===== src/rtl/csi_tx_pkg.sv =====
package csi_tx_pkg;

  localparam int unsigned CSI_DATA_W = 8;
  localparam int unsigned CSI_DIV_W  = 7;
  localparam int unsigned CSI_PRE_W  = 4;
  localparam int unsigned CSI_MODE_W = 5;

  // packed so that the first member lands on the highest control bit
  typedef struct packed {
    logic cont;       // continuous mode: irq on buffer hand-off
    logic len_short;  // frame of DATA_W-1 bits
    logic lsb_first;  // lowest bit leaves first
    logic pol;        // sample on falling edge when set
    logic phase;      // first bit half a clock early when set
  } csi_mode_t;

  // a divider setting of zero behaves as one
  function automatic int unsigned eff_div(input int unsigned d);
    return (d == 0) ? 1 : d;
  endfunction

  // system cycles in one half period of the serial clock
  function automatic int unsigned half_cycles(input int unsigned pre, input int unsigned d);
    return (32'd1 << pre) * (eff_div(d) + 1);
  endfunction

  // resting level of the serial clock
  function automatic logic idle_level(input logic pol, input logic phase);
    return ~(pol ^ phase);
  endfunction

endpackage


===== src/rtl/csi_tx_baud.sv =====
module csi_tx_baud
  import csi_tx_pkg::*;
#(
  parameter int unsigned PRE_W = CSI_PRE_W,
  parameter int unsigned DIV_W = CSI_DIV_W
) (
  input  logic             clk,
  input  logic             rst_n,
  input  logic             run,
  input  logic             restart,
  input  logic [PRE_W-1:0] pre_sel,
  input  logic [DIV_W-1:0] div_sel,
  output logic             half_tick
);

  localparam int unsigned PCW = (1 << PRE_W) - 1;

  logic [PCW-1:0]   pre_cnt;
  logic [PCW-1:0]   pre_lim;
  logic [DIV_W-1:0] div_cnt;
  logic [DIV_W-1:0] div_eff;
  logic             pre_tick;

  assign pre_lim   = (PCW'(1) << pre_sel) - PCW'(1);
  assign pre_tick  = (pre_cnt == pre_lim);
  assign div_eff   = (div_sel == '0) ? DIV_W'(1) : div_sel;
  assign half_tick = run && pre_tick && (div_cnt == div_eff);

  always_ff @(posedge clk or negedge rst_n) begin
    if (!rst_n) begin
      pre_cnt <= '0;
      div_cnt <= '0;
    end else if (restart || !run) begin
      pre_cnt <= '0;
      div_cnt <= '0;
    end else if (pre_tick) begin
      pre_cnt <= '0;
      div_cnt <= half_tick ? '0 : div_cnt + 1'b1;
    end else begin
      pre_cnt <= pre_cnt + 1'b1;
    end
  end

  // spacing counter used only by the checks below
  logic [31:0] gap_cnt;
  always_ff @(posedge clk or negedge rst_n) begin
    if (!rst_n)                           gap_cnt <= '0;
    else if (restart || !run || half_tick) gap_cnt <= '0;
    else                                  gap_cnt <= gap_cnt + 32'd1;
  end

  // every half period spans the computed number of cycles
  a_r7_half_period: assert property (@(posedge clk) disable iff (!rst_n)
    half_tick |-> (gap_cnt + 32'd1) == 32'(half_cycles(int'(pre_sel), int'(div_sel))));

  // half periods never shrink to a single cycle
  a_r7_tick_spaced: assert property (@(posedge clk) disable iff (!rst_n)
    half_tick |=> !half_tick);

endmodule


===== src/rtl/csi_tx_shifter.sv =====
module csi_tx_shifter
  import csi_tx_pkg::*;
#(
  parameter int unsigned DATA_W = CSI_DATA_W
) (
  input  logic              clk,
  input  logic              rst_n,
  input  logic              load,
  input  logic [DATA_W-1:0] load_data,
  input  logic              phase,
  input  logic              pol,
  input  logic              lsb_first,
  input  logic              len_short,
  input  logic              half_tick,
  output logic              sck,
  output logic              sdo,
  output logic              active,
  output logic              frame_end,
  output logic              sample_evt,
  output logic              drive_evt
);

  localparam int unsigned EW = $clog2(2 * DATA_W);

  // place the word so that the next bit to send always sits at the top
  function automatic logic [DATA_W-1:0] align_word(input logic [DATA_W-1:0] d,
                                                   input logic lsb, input logic shrt);
    logic [DATA_W-1:0] r;
    r = d;
    if (lsb) begin
      for (int i = 0; i < DATA_W; i++) r[DATA_W-1-i] = d[i];
    end else if (shrt) begin
      r = {d[DATA_W-2:0], 1'b0};
    end
    return r;
  endfunction

  logic [DATA_W-1:0] sh_q;
  logic [DATA_W-1:0] aligned;
  logic [EW-1:0]     ecnt_q;
  logic [EW-1:0]     last_idx;
  logic              tgl_q;
  logic              sdo_q;
  logic              act_q;
  logic              edge_evt;

  assign aligned    = align_word(load_data, lsb_first, len_short);
  assign last_idx   = len_short ? EW'(2 * DATA_W - 3) : EW'(2 * DATA_W - 1);
  assign edge_evt   = act_q && half_tick;
  assign drive_evt  = edge_evt && (ecnt_q[0] == phase) && (ecnt_q != last_idx);
  assign sample_evt = edge_evt && (ecnt_q[0] != phase);
  assign frame_end  = edge_evt && (ecnt_q == last_idx);

  assign sck    = tgl_q ^ idle_level(pol, phase);
  assign sdo    = sdo_q;
  assign active = act_q;

  always_ff @(posedge clk or negedge rst_n) begin
    if (!rst_n) begin
      sh_q   <= '0;
      ecnt_q <= '0;
      tgl_q  <= 1'b0;
      sdo_q  <= 1'b0;
      act_q  <= 1'b0;
    end else if (load) begin
      act_q  <= 1'b1;
      ecnt_q <= '0;
      tgl_q  <= 1'b0;
      if (phase) begin
        sdo_q <= aligned[DATA_W-1];
        sh_q  <= {aligned[DATA_W-2:0], 1'b0};
      end else begin
        sh_q  <= aligned;
      end
    end else if (edge_evt) begin
      tgl_q  <= ~tgl_q;
      ecnt_q <= ecnt_q + 1'b1;
      if (frame_end) act_q <= 1'b0;
      if (drive_evt) begin
        sdo_q <= sh_q[DATA_W-1];
        sh_q  <= {sh_q[DATA_W-2:0], 1'b0};
      end
    end
  end

  // data is steady across a sampling edge
  a_r2_sdo_steady: assert property (@(posedge clk) disable iff (!rst_n)
    sample_evt |=> $stable(sdo_q));

  // the edge count never passes the frame's last edge
  a_r3_edge_bound: assert property (@(posedge clk) disable iff (!rst_n)
    act_q |-> ecnt_q <= last_idx);

  // an even number of edges brings the clock home
  a_r5_clock_home: assert property (@(posedge clk) disable iff (!rst_n)
    (frame_end && !load) |=> !tgl_q);

  // an idle shifter leaves the data line alone
  a_r11_sdo_hold: assert property (@(posedge clk) disable iff (!rst_n)
    (!act_q && $past(!act_q)) |-> $stable(sdo_q));

endmodule


===== src/rtl/csi_tx_master.sv =====
module csi_tx_master
  import csi_tx_pkg::*;
#(
  parameter int unsigned DATA_W = CSI_DATA_W,
  parameter int unsigned DIV_W  = CSI_DIV_W,
  parameter int unsigned PRE_W  = CSI_PRE_W,
  parameter int unsigned CFG_W  = DIV_W + PRE_W + CSI_MODE_W
) (
  input  logic             clk,
  input  logic             rst_n,
  input  logic             wr_en,
  input  logic             wr_sel,
  input  logic [CFG_W-1:0] wr_data,
  output logic             sck,
  output logic             sdo,
  output logic             busy,
  output logic             buf_full,
  output logic             irq
);

  localparam int unsigned PRE_LSB  = DIV_W;
  localparam int unsigned MODE_LSB = DIV_W + PRE_W;

  logic [DIV_W-1:0]  div_q;
  logic [PRE_W-1:0]  pre_q;
  csi_mode_t         mode_q;
  logic [DATA_W-1:0] buf_q;
  logic              buf_full_q;
  logic              busy_q;
  logic              irq_q;

  // named internal events
  logic cfg_wr;
  logic data_wr;
  logic load;
  logic irq_set;
  logic half_tick;
  logic frame_end;
  logic sample_evt;
  logic drive_evt;
  logic active;

  assign cfg_wr  = wr_en && !wr_sel && !busy_q && !buf_full_q;
  assign data_wr = wr_en && wr_sel && !buf_full_q && (mode_q.cont || !busy_q);
  assign load    = buf_full_q && (!busy_q || (mode_q.cont && frame_end));
  assign irq_set = mode_q.cont ? load : frame_end;

  always_ff @(posedge clk or negedge rst_n) begin
    if (!rst_n) begin
      div_q  <= '0;
      pre_q  <= '0;
      mode_q <= '0;
    end else if (cfg_wr) begin
      div_q  <= wr_data[DIV_W-1:0];
      pre_q  <= wr_data[PRE_LSB +: PRE_W];
      mode_q <= csi_mode_t'(wr_data[MODE_LSB +: CSI_MODE_W]);
    end
  end

  always_ff @(posedge clk or negedge rst_n) begin
    if (!rst_n) begin
      buf_q      <= '0;
      buf_full_q <= 1'b0;
      busy_q     <= 1'b0;
      irq_q      <= 1'b0;
    end else begin
      if (data_wr) begin
        buf_q      <= wr_data[DATA_W-1:0];
        buf_full_q <= 1'b1;
      end else if (load) begin
        buf_full_q <= 1'b0;
      end
      if (load)           busy_q <= 1'b1;
      else if (frame_end) busy_q <= 1'b0;
      irq_q <= irq_set;
    end
  end

  csi_tx_baud #(
    .PRE_W (PRE_W),
    .DIV_W (DIV_W)
  ) baud_i (
    .clk       (clk),
    .rst_n     (rst_n),
    .run       (busy_q),
    .restart   (load),
    .pre_sel   (pre_q),
    .div_sel   (div_q),
    .half_tick (half_tick)
  );

  csi_tx_shifter #(
    .DATA_W (DATA_W)
  ) shift_i (
    .clk        (clk),
    .rst_n      (rst_n),
    .load       (load),
    .load_data  (buf_q),
    .phase      (mode_q.phase),
    .pol        (mode_q.pol),
    .lsb_first  (mode_q.lsb_first),
    .len_short  (mode_q.len_short),
    .half_tick  (half_tick),
    .sck        (sck),
    .sdo        (sdo),
    .active     (active),
    .frame_end  (frame_end),
    .sample_evt (sample_evt),
    .drive_evt  (drive_evt)
  );

  assign busy     = busy_q;
  assign buf_full = buf_full_q;
  assign irq      = irq_q;

  // shifting happens only inside a frame
  a_r2_events_in_frame: assert property (@(posedge clk) disable iff (!rst_n)
    (sample_evt || drive_evt) |-> busy_q);

  // an idle block rests the clock at its home level
  a_r5_idle_level: assert property (@(posedge clk) disable iff (!rst_n)
    !busy_q |-> sck == idle_level(mode_q.pol, mode_q.phase));

  // the shifter and the frame flag agree
  a_r7_active_busy: assert property (@(posedge clk) disable iff (!rst_n)
    active == busy_q);

  // in single-transfer mode the pulse arrives as the frame closes
  a_r8_single_irq_idle: assert property (@(posedge clk) disable iff (!rst_n)
    (irq_q && !mode_q.cont) |-> !busy_q);

  // the interrupt is a one-cycle pulse
  a_r9_irq_pulse: assert property (@(posedge clk) disable iff (!rst_n)
    irq_q |=> !irq_q);

  // controls stay put for the whole frame
  a_r10_cfg_locked: assert property (@(posedge clk) disable iff (!rst_n)
    (busy_q && $past(busy_q)) |-> $stable({div_q, pre_q, mode_q}));

endmodule


===== config.mk =====
export PLATFORM = sky130hd
export DESIGN_NAME = csi_tx_master
export DESIGN_NICKNAME = d
export VERILOG_FILES = /design/src/rtl/csi_tx_pkg.sv /design/src/rtl/csi_tx_baud.sv /design/src/rtl/csi_tx_shifter.sv /design/src/rtl/csi_tx_master.sv
export SDC_FILE = /design/constraint.sdc
export NUM_CORES = 1
export LEC_CHECK = 0
export ABC_AREA = 1
export BUFFER_PORTS_ARGS = -buffer_cell sky130_fd_sc_hd__buf_2
export CAP_MARGIN = 40
export CORE_ASPECT_RATIO = 1.25
export CORE_MARGIN = 3
export CORE_UTILIZATION = 25
export CTS_BUF_LIST = sky130_fd_sc_hd__clkbuf_4 sky130_fd_sc_hd__clkbuf_8
export DETAILED_ROUTE_END_ITERATION = 6
export REMOVE_ABC_BUFFERS = 1
export SYNTH_ARGS = -nofsm -noshare
export SYNTH_HDL_FRONTEND = slang
export SYNTH_HIERARCHICAL = 1
export SYNTH_SLANG_ARGS = --single-unit

===== constraint.sdc =====
create_clock -name clk -period 6.1 [get_ports clk]
set_clock_uncertainty 0.15 [all_clocks]
set_input_delay 1.525 -clock clk [delete_from_list [all_inputs] [get_ports clk]]
set_output_delay 1.525 -clock clk [all_outputs]
set_load 0.01 [all_outputs]

==> impl_metrics.tcl <==
set metrics [dict create \
    status "finished, final reports clean" \
    fin_cells 816 \
    startpoint_type "flop" \
    crit_arrival_ns 4.02 \
    clock_latency_ns 0.35 \
    route.met3.wl_um 193 \
    cts_resized 0 \
    postSynthCellCount 576 \
    grt_util_all_layers_pct 11.7 \
    path_max_fanout 22 \
    grt_pass1_wl_mm 16.8 \
    ant_nets 0 \
    tightest_slew_ns 0.634 \
    grt-ovfl-total 0 \
    power.internal_uw 907 \
    setup_viol 0 \
    max_slew_margin_pct 57.6 \
    r2r-start "pre_q[3]" \
    cts_setup_buffers 0 \
    antenna_found_initial 0 \
    dp_hpwl_mm 7.51 \
    tns_ns 0 \
    placed_cells 800 \
    crit_path_end "shift_i/sh_q[2]" \
    rsz0062_at_grt "false" \
    crit_slowest_cell "dfrtp_1" \
    clockBufferDepth 2 \
    seqPwrFrac_pct 42.3 \
    switchingPower_uw 418 \
    fmax_ghz 0.257 \
    drtPass1Iterations 4 \
    cellPowerDensity_mw_per_mm2 289 \
    cts_max_level 3 \
    min_period_ns 3.89 \
    synth_area_mm2 0.00398 \
    p_leak_nw 2.41 \
    cap_viol_max_count 0 \
    wl_per_cell_um 12.1 \
    via_per_inst 4.37 \
    finalHoldViolCount 0 \
    drt_wl_total_mm 9.84 \
    path_clk_slew_ns 0.07 \
    worst_setup_path_end_kind "flop" \
    required_ns 6.23 \
    drt_iter0_markers 167 \
    die_w_um 119 \
    die_area_mm2 0.0175 \
    cts-buffers-inserted 9 \
    io_buffers 24 \
    num_rows 50 \
    grt_max_degree 65 \
    diodes 0 \
    wl_met2_mm 5.18 \
    path_class "flop to flop" \
    initial_core_util_pct 26.1 \
    die_h_um 147 \
    vias 3568 \
    drive_above_1_share_pct 11.3 \
    cts_tree "done" \
    worst-r2r-cell-count 26 \
    hold_class "flop to flop" \
    area_delta_synth_final_pct 15.0 \
    fp.coreArea_mm2 0.0153 \
    holdBufCountCts 0 \
    startpoint "pre_q[3]" \
    layout.nets 627 \
    final-max-slew-violation-count 0 \
    met1_length_mm 4.35 \
    routed.top_layer "met4" \
    period_share_pct 63.8 \
    boundaryPins 25 \
    place.gp.congestion 0.885 \
    worstReg2RegEnd "shift_i/sh_q[2]" \
    root_buffer "clkbuf_8" \
    synth_area_per_cell_um2 6.91 \
    drc 0 \
    sw_frac_of_total_pct 31.5 \
    peakVddDrop_mv 0.118 \
    yosysWarnings 6 \
    slowest_delay_ns 0.52 \
    power.share.clock_pct 35.9 \
    combPwrFrac_pct 21.8 \
    crit_top_cell "nand2_1" \
    r2r_slack_ns 2.21 \
    grt_pass1_vias 3491 \
    clock_sinks 64 \
]
-- layout by cell type, fill, tap and decap left out, types with 3 or more instances in the layout --
cell and instances:
nand2_1 206, nand3_1 96, dfrtp_1 64, inv_1 58, nor2_1 53, buf_2 24
clkbuf_8 12, o21ai_0 11, a21oi_1 11, xor2_1 9, nand4_1 8, nor2_4 6
inv_2 6, o21ai_1 5, or2_1 5, nand2_4 4, nand2_2 4, ha_1 4
nor2_2 3, nor3_1 3, bufinv_16 3
-- critical path, delay by kind of cell, from the launching register on --
family	cells	cell delay [ns]
buffers and inverters	4	0.45
DFF	1	0.52
adders and majority gates	1	0.33
and+or+nand+nor	21	2.39
-- flip-flops by register name, summed over array words and instances (netlist names) --
| signal | count |
|---|---|
| irq | 1 |
| pre_q | 4 |
| mode_q | 5 |
| shift_i/sh_q | 8 |
| shift_i/sdo | 1 |
| shift_i/ecnt_q | 4 |
| busy | 1 |
| baud_i/div_cnt | 7 |
| div_q | 7 |
| shift_i/tgl_q | 1 |
| shift_i/active | 1 |
| buf_full | 1 |
| buf_q | 8 |
| baud_i/pre_cnt | 15 |
-- routing by layer --
layer | track usage [%] | up-vias
li1 | - | 1878
met1 | 13.9 | 1643
met2 | 21.8 | 36
met3 | 1.85 | 11
met4 | 3.19 | 0
met5 | 0 | -
-- metrics by stage --
step	hold slack, ns	worst slack [ns]	area (µm²)	total power, mW	utilization, %
after floorplan	0.290	2.78	3900	0.770	-
after global placement	0.312	2.30	4290	0.857	28.1
after detailed placement	0.309	2.26	4310	0.861	28.3
after CTS	0.320	2.24	4580	1.34	30.0
after global routing	0.349	1.66	4580	1.42	30.0
final	0.325	2.21	4580	1.32	30.0
-- worst min path at each step --
| stage | cells after the start | to | from |
|---|---|---|---|
| after floorplan | 1 | shift_i/ecnt_q[2] | shift_i/ecnt_q[2] |
| after global placement | 1 | shift_i/ecnt_q[3] | shift_i/ecnt_q[3] |
| after detailed placement | 1 | shift_i/ecnt_q[2] | shift_i/ecnt_q[2] |
| after CTS | 1 | shift_i/ecnt_q[2] | shift_i/ecnt_q[2] |
| after global routing | 1 | shift_i/ecnt_q[3] | shift_i/ecnt_q[3] |
| final | 1 | shift_i/ecnt_q[2] | shift_i/ecnt_q[2] |
-- layout make-up --
cell class,count,area (µm²)
repair buffers,26,155
clock inverters,4,98.8
multi-input cells,437,2050
inverters,65,246
flip-flops and latches,64,1600
fillers,1704,10700
clock buffers,12,165
well taps,208,260
-- power groups by stage --
stage	registers (mW)	clock network [mW]	logic [mW]
floorplan	0.546	0	0.224
global placement	0.568	0	0.289
detailed placement	0.569	0	0.292
CTS	0.561	0.490	0.294
global route	0.573	0.506	0.342
finish	0.561	0.475	0.289
(Power assumes the default switching activity.)
